## config.mk

```make
export PLATFORM = sky130hd
export DESIGN_NAME = frac_baud_gen
export DESIGN_NICKNAME = d
export VERILOG_FILES = /design/src/rtl/brg_pkg.sv /design/src/rtl/brg_prescale.sv /design/src/rtl/brg_divider.sv /design/src/rtl/brg_bitcount.sv /design/src/rtl/frac_baud_gen.sv
export SDC_FILE = /design/constraint.sdc
export NUM_CORES = 1
export LEC_CHECK = 0
export BUFFER_PORTS_ARGS = -buffer_cell sky130_fd_sc_hd__buf_4
export CORE_AREA = 4 4 83 85
export DETAILED_ROUTE_END_ITERATION = 12
export DIE_AREA = 0 0 87 89
export PLACE_DENSITY = 0.66
export SKIP_CTS_REPAIR_TIMING = 1
export SLEW_MARGIN = 25
export SYNTH_ARGS = -nofsm -noshare
export SYNTH_HDL_FRONTEND = slang
export SYNTH_SLANG_ARGS = --single-unit
export TNS_END_PERCENT = 1
```

## constraint.sdc

```tcl
create_clock -name clk -period 3.57 [get_ports clk]
set_input_delay 0.1785 -clock clk [delete_from_list [all_inputs] [get_ports clk]]
set_output_delay 0.1785 -clock clk [all_outputs]
set_load 0.01 [all_outputs]
```

## src/rtl/brg_pkg.sv

```systemverilog
package brg_pkg;
    localparam int BYTE_W   = 8;
    localparam int INT_W    = 2 * BYTE_W;
    localparam int FRAC_W   = 4;
    localparam int CNT_W    = INT_W + 1;
    localparam int PRE_RATIO = 4;
    localparam int OS_SLOW  = 16;
    localparam int OS_FAST  = 8;

    typedef struct packed {
        logic [INT_W-1:0]  ipart;
        logic [FRAC_W-1:0] fpart;
    } divisor_t;

    typedef struct packed {
        logic              carry;
        logic [FRAC_W-1:0] phase;
    } phase_step_t;

    // Integer part clamped so that a period is never zero long.
    function automatic logic [CNT_W-1:0] eff_int(input logic [INT_W-1:0] ip);
        return (ip == '0) ? CNT_W'(1) : {1'b0, ip};
    endfunction

    function automatic phase_step_t advance_phase(input logic [FRAC_W-1:0] ph,
                                                  input logic [FRAC_W-1:0] f);
        logic [FRAC_W:0] s;
        s = {1'b0, ph} + {1'b0, f};
        return phase_step_t'(s);
    endfunction
endpackage

```

## src/rtl/brg_prescale.sv

```systemverilog
module brg_prescale #(
    parameter int RATIO = brg_pkg::PRE_RATIO
) (
    input  logic clk,
    input  logic rst,
    input  logic clr,
    input  logic div_en,
    output logic tick
);
    localparam int PW = (RATIO > 1) ? $clog2(RATIO) : 1;
    localparam logic [PW-1:0] LAST = PW'(RATIO - 1);

    logic [PW-1:0] pcnt;

    always_ff @(posedge clk) begin
        if (rst || clr) begin
            pcnt <= '0;
        end else if (div_en) begin
            pcnt <= (pcnt == LAST) ? '0 : pcnt + PW'(1);
        end else begin
            pcnt <= '0;
        end
    end

    assign tick = div_en ? (pcnt == LAST) : 1'b1;

    // with division active the prescaled clock never ticks twice in a row
    assert_pre_spacing_R4: assert property (@(posedge clk) disable iff (rst)
        (div_en && $past(div_en) && $past(tick) && !$past(clr)) |-> !tick);
endmodule

```

## src/rtl/brg_divider.sv

```systemverilog
module brg_divider
    import brg_pkg::*;
(
    input  logic              clk,
    input  logic              rst,
    input  logic              tick,
    input  logic              wr_lo,
    input  logic              wr_hi,
    input  logic              wr_frac,
    input  logic [BYTE_W-1:0] wr_byte,
    output logic              clr,
    output logic              done
);
    divisor_t          div_q;
    logic [CNT_W-1:0]  cnt;
    logic [FRAC_W-1:0] acc;
    logic              long_q;
    logic [CNT_W-1:0]  period;
    phase_step_t       nxt;

    assign clr = wr_lo | wr_hi | wr_frac;

    // Divisor registers: deliberately no reset value.
    always_ff @(posedge clk) begin
        if (wr_lo)   div_q.ipart[BYTE_W-1:0]     <= wr_byte;
        if (wr_hi)   div_q.ipart[INT_W-1:BYTE_W] <= wr_byte;
        if (wr_frac) div_q.fpart                 <= wr_byte[FRAC_W-1:0];
    end

    assign period = eff_int(div_q.ipart) + CNT_W'(long_q);
    assign nxt    = advance_phase(acc, div_q.fpart);
    assign done   = tick && !clr && ((cnt + CNT_W'(1)) == period);

    always_ff @(posedge clk) begin
        if (rst || clr) begin
            cnt    <= '0;
            acc    <= '0;
            long_q <= 1'b0;
        end else if (tick) begin
            if (done) begin
                cnt    <= '0;
                acc    <= nxt.phase;
                long_q <= nxt.carry;
            end else begin
                cnt    <= cnt + CNT_W'(1);
            end
        end
    end

    // the period count never reaches the current period length
    assert_cnt_in_period_R3: assert property (@(posedge clk) disable iff (rst)
        cnt < period);
    // a stretched period needs a nonzero fractional code
    assert_stretch_needs_frac_R3: assert property (@(posedge clk) disable iff (rst)
        long_q |-> (div_q.fpart != '0));
    // any divisor write restarts from a clean phase
    assert_write_restarts_R8: assert property (@(posedge clk) disable iff (rst)
        clr |=> (cnt == '0 && acc == '0 && !long_q));
endmodule

```

## src/rtl/brg_bitcount.sv

```systemverilog
module brg_bitcount #(
    parameter int SLOW = brg_pkg::OS_SLOW,
    parameter int FAST = brg_pkg::OS_FAST
) (
    input  logic clk,
    input  logic rst,
    input  logic clr,
    input  logic fast,
    input  logic pulse,
    output logic bit_pulse
);
    localparam int BW = $clog2(SLOW);
    localparam logic [BW-1:0] LAST_SLOW = BW'(SLOW - 1);
    localparam logic [BW-1:0] LAST_FAST = BW'(FAST - 1);

    logic [BW-1:0] bcnt;
    logic [BW-1:0] last;

    assign last      = fast ? LAST_FAST : LAST_SLOW;
    assign bit_pulse = pulse && (bcnt >= last);

    always_ff @(posedge clk) begin
        if (rst || clr) begin
            bcnt <= '0;
        end else if (pulse) begin
            bcnt <= bit_pulse ? '0 : bcnt + BW'(1);
        end
    end

    // a bit boundary restarts the sample count
    assert_bit_wrap_R7: assert property (@(posedge clk) disable iff (rst)
        (bit_pulse && !clr) |=> (bcnt == '0));
endmodule

```

## src/rtl/frac_baud_gen.sv

```systemverilog
module frac_baud_gen
    import brg_pkg::*;
(
    input  logic              clk,
    input  logic              rst,
    input  logic              pre_div4,
    input  logic              os8_mode,
    input  logic              wr_div_lo,
    input  logic              wr_div_hi,
    input  logic              wr_frac,
    input  logic [BYTE_W-1:0] wr_data,
    output logic              sample_en,
    output logic              bit_en
);
    logic tick;
    logic clr;
    logic done;
    logic bit_pulse;

    brg_divider u_div (
        .clk     (clk),
        .rst     (rst),
        .tick    (tick),
        .wr_lo   (wr_div_lo),
        .wr_hi   (wr_div_hi),
        .wr_frac (wr_frac),
        .wr_byte (wr_data),
        .clr     (clr),
        .done    (done)
    );

    brg_prescale #(.RATIO(PRE_RATIO)) u_pre (
        .clk    (clk),
        .rst    (rst),
        .clr    (clr),
        .div_en (pre_div4),
        .tick   (tick)
    );

    brg_bitcount #(.SLOW(OS_SLOW), .FAST(OS_FAST)) u_bits (
        .clk       (clk),
        .rst       (rst),
        .clr       (clr),
        .fast      (os8_mode),
        .pulse     (done),
        .bit_pulse (bit_pulse)
    );

    always_ff @(posedge clk) begin
        if (rst || clr) begin
            sample_en <= 1'b0;
            bit_en    <= 1'b0;
        end else begin
            sample_en <= done;
            bit_en    <= bit_pulse;
        end
    end

    // a bit boundary always lands on a sample enable
    assert_bit_on_sample_R7: assert property (@(posedge clk) disable iff (rst)
        bit_en |-> sample_en);
    // no enable in the cycle after a divisor write
    assert_quiet_after_write_R8: assert property (@(posedge clk) disable iff (rst)
        (wr_div_lo || wr_div_hi || wr_frac) |=> (!sample_en && !bit_en));
    // a fraction write with upper bits set still restarts cleanly
    assert_frac_upper_ignored_R6: assert property (@(posedge clk) disable iff (rst)
        (wr_frac && (wr_data[BYTE_W-1:FRAC_W] != '0)) |=> !sample_en);
endmodule

```

==> flow_summary.toml <==
[timing]
rsz0062_at_grt = "no"
fin_tns_setup_ns = 0
fin_crit_ns = 3.31
finalClockSkew_ns = 0.00687
tightest_slew_ns = 0.899
fin_crit_sh_pct = 92.6
final-setup-viol-count = 0
maxSlewHeadroom_pct = 39.9
final_max_slew_viol_count = 0
fmax_mhz = 302
hold_violations = 0

[grt]
grt_pass1_wl_um = 10600
grt_max_degree = 18
grt_overflow = 0
antenna_found_initial = 0
grt.total_usage_pct = 17.8
grt_pass1_vias = 2253

[logic_synthesis]
ys_seq_elements = 50
syn_area_per_cell_um2 = 9.86
netlist_area_um2 = 3020
async_flop_share_pct = 0
synth_nets = 332
yosys.area.top_type_share_pct = 19.9
yosysTopAreaCell = "dfxtp_1"
synth-compound-area-share_pct = 7.50
synth.area.mux_share_pct = 2.07
ys.flop_type = "dfxtp_1"
synth_edf_count = 20
synth.yosys.seq_area_share_pct = 39.8
synthCells = 306
synth-simple-area-share_pct = 25.4
synthTopCellsByArea = "dfxtp_1 20%, edfxtp_1 20%, xnor2_1 8.7%"
yosysWarnings = 0
synth_top_family_by_area = "simple AND/OR/NAND/NOR gates"
yosys.area_share.adder_pct = 4.81
synth_xor_area_share_pct = 16.9
synth_cell_types = 62

[power_and_ir_drop]
p_sw_share_pct = 23.4
powerDensity_nw_per_um2 = 308
combPwrFrac_pct = 10.2
intPower_mw = 0.802
ir_drop_v = 0.000244
leakage_nw = 1.22
p_clk_share_pct = 29.7
seqPwrFrac_pct = 60.1
power_switching_mw = 0.245

[clocking]
cts_tree = "done"
clock_latency_ns = 0.30
clock_sinks = 50
cts_buffer_depth = 2
htree_levels = 2
clock_tree.root_cell = "clkbuf_8"
clkSlewWorstSetupHoldPaths_ns = 0.09
cts_made_buffers = 5

[flow_run]
maxCapViolations = 0

[setup_path]
cp_slowest_cell = "or4b_1"
worstSetupEndpointType = "flip-flop"
path_depth = 12
crit_path_max_fanout = 5
required_ns = 3.80
crit_type = "reg -> reg"
cp-start-kind = "flip-flop"
critPathMaxStageDelay_ns = 0.48
critPathArrivalTime_ns = 3.53
path_buf_inv = 0
path_cells = "nor4_2 -> a41o_1 -> ha_2 -> ha_4 -> nand3_2 -> nor2_2 -> xnor3_1 -> or3_1 -> and3b_1 -> o2111ai_2 -> or4b_1 -> o21ai_1"
rr_worst_depth = 12
cp_top_family = "simple AND/OR/NAND/NOR gates"

[final_layout]
instances_no_fill = 406
area_delta_synth_final_pct = 12.6
drive_above_1_share_pct = 19.1
layout.nets = 354
multiInputGateArea_um2 = 1770
ff_latch_area_um2 = 1200
num_antenna_cells = 0
final.fill_count = 539

[routing]
drc = 0
wl_um = 6340
firstDrtPassIters = 4
dr_total_vias = 2259
postRouteAntennaNets = 0
vias_per_cell = 5.56
drtIter0Drc = 133
wl_per_cell_um = 15.6

[worst_hold_path]
hp-class = "in -> reg"
holdPathStages = 1

[placement]
dpl.hpwl_um = 4980
post-place-cells = 396
port_buffers = 16
gp_congestion = 0.935

[die]
row_count = 29
fp.dieH_um = 89
dieArea_um2 = 7740
ios = 17
die_width_um = 87
core_area_um2 = 6200
start_util_pct = 48.6

[run_status]
status = "finished, final reports clean"
-- power groups by stage --
stage                     clock, mW  combinational, mW  sequential (mW)
final                         0.310              0.107            0.629
after global routing          0.340              0.117            0.632
after CTS                     0.319              0.102            0.628
after detailed placement          0              0.101            0.641
after global placement            0              0.100            0.641
after floorplan                   0             0.0565            0.640
-- synthesized netlist by cell type (2+ instances only) --
master    count
mux2i_1       4
o21ai_0       2
a31oi_1       2
buf_4         2
nand2_1      22
o21ai_1       2
xnor3_1       3
or3_1         3
nand3_1      13
dfxtp_1      30
o211ai_1      5
or4_1         2
nor4_1        9
inv_1         6
and2_1        2
ha_1         10
xnor2_1      30
mux2_2        2
nor2_1       37
nand4b_1      3
clkbuf_1      6
xor2_1       16
nor2b_1       3
clkbuf_2      2
buf_2         5
a21oi_1       5
and3_1        3
nand3_2       2
nand4_1       9
nand2b_1      3
nor3_1       12
edfxtp_1     20
o21a_1        2
-- cells in the final DEF (no fill, tap or decap), types with 5 or more instances in the layout --
cell      netlist  layout
a21oi_1         5       5
buf_4           2      31
clkbuf_8        0       5
dfxtp_1        30      30
edfxtp_1       20      20
ha_1           10       8
inv_1           6       6
nand2_1        22      22
nand3_1        13      12
nand4_1         9       9
nor2_1         37      36
nor3_1         12      12
nor4_1          9       5
nor4_2          1       5
o211ai_1        5       5
xnor2_1        30      30
xor2_1         16      16
-- final cells by class --
class | instances | share of cell area (%)
clock buffers | 6 | 2.13
clock inverters | 2 | 0.258
inverters | 6 | 0.662
multi-input cells | 234 | 51.9
flip-flops and latches | 50 | 35.3
well taps | 77 | 2.83
repair buffers | 31 | 6.85
-- worst register-to-register path, cell delays in order (launching register included) --
cell	delay, ns
edfxtp_1	0.44
nor4_2	0.33
a41o_1	0.21
ha_2	0.21
ha_4	0.17
nand3_2	0.12
nor2_2	0.12
xnor3_1	0.29
or3_1	0.36
and3b_1	0.23
o2111ai_2	0.14
or4b_1	0.48
o21ai_1	0.13
-- routing by layer --
metal	global-route usage, %	wire [um]	up-vias	part of all wire [%]
met4	6.94	141	0	2.2
met5	0	0	-	0
met2	31.5	3170	56	50
li1	-	-	1136	-
met1	21.6	2660	1056	42
met3	3.13	364	11	5.7
-- sequential cells by signal (all words and copies together), names as in the netlist --
signal and flops:
u_pre.pcnt 2, u_bits.bcnt 4, u_div.cnt 17, u_div.acc 4, u_div.long_q 1, bit_en 1, u_div.div_q 20, sample_en 1
-- worst paths after layout --
kind / slack [ns] / to / startpoint
worst min register to register: 0.45 / u_pre.pcnt[0] / u_pre.pcnt[0]
worst min-delay path: 0.07 / u_div.div_q[11] / wr_data[7]
worst max register to register: 0.26 / u_bits.bcnt[2] / u_div.div_q[11]
worst max-delay path: 0.26 / u_bits.bcnt[2] / u_div.div_q[11]
-- per-stage QoR --
step	worst slack [ns]	cell area [um^2]	utilization [%]	power, mW	hold slack, ns
finish	0.263	3400	54.8	1.05	0.0674
CTS	0.0154	3340	53.8	1.05	0.0588
floorplan	0.286	3020	-	0.697	0.277
global placement	0.141	3250	52.3	0.741	0.365
global route	0.0121	3400	54.8	1.09	0.0547
detailed placement	0.0558	3250	52.5	0.742	0.368
-- kinds of logic (layout without fill, tap and decap cells) --
logic type,after synthesis,in the layout
multiplexers,6,6
buffers and inverters,22,45
AND/OR/NAND/NOR,137,137
adder cells (fa/ha/maj),11,11
flip-flops,50,50
XOR/XNOR,51,51
AO/OA/AOI/OAI,29,29
Power figures use the tool's default switching activity.
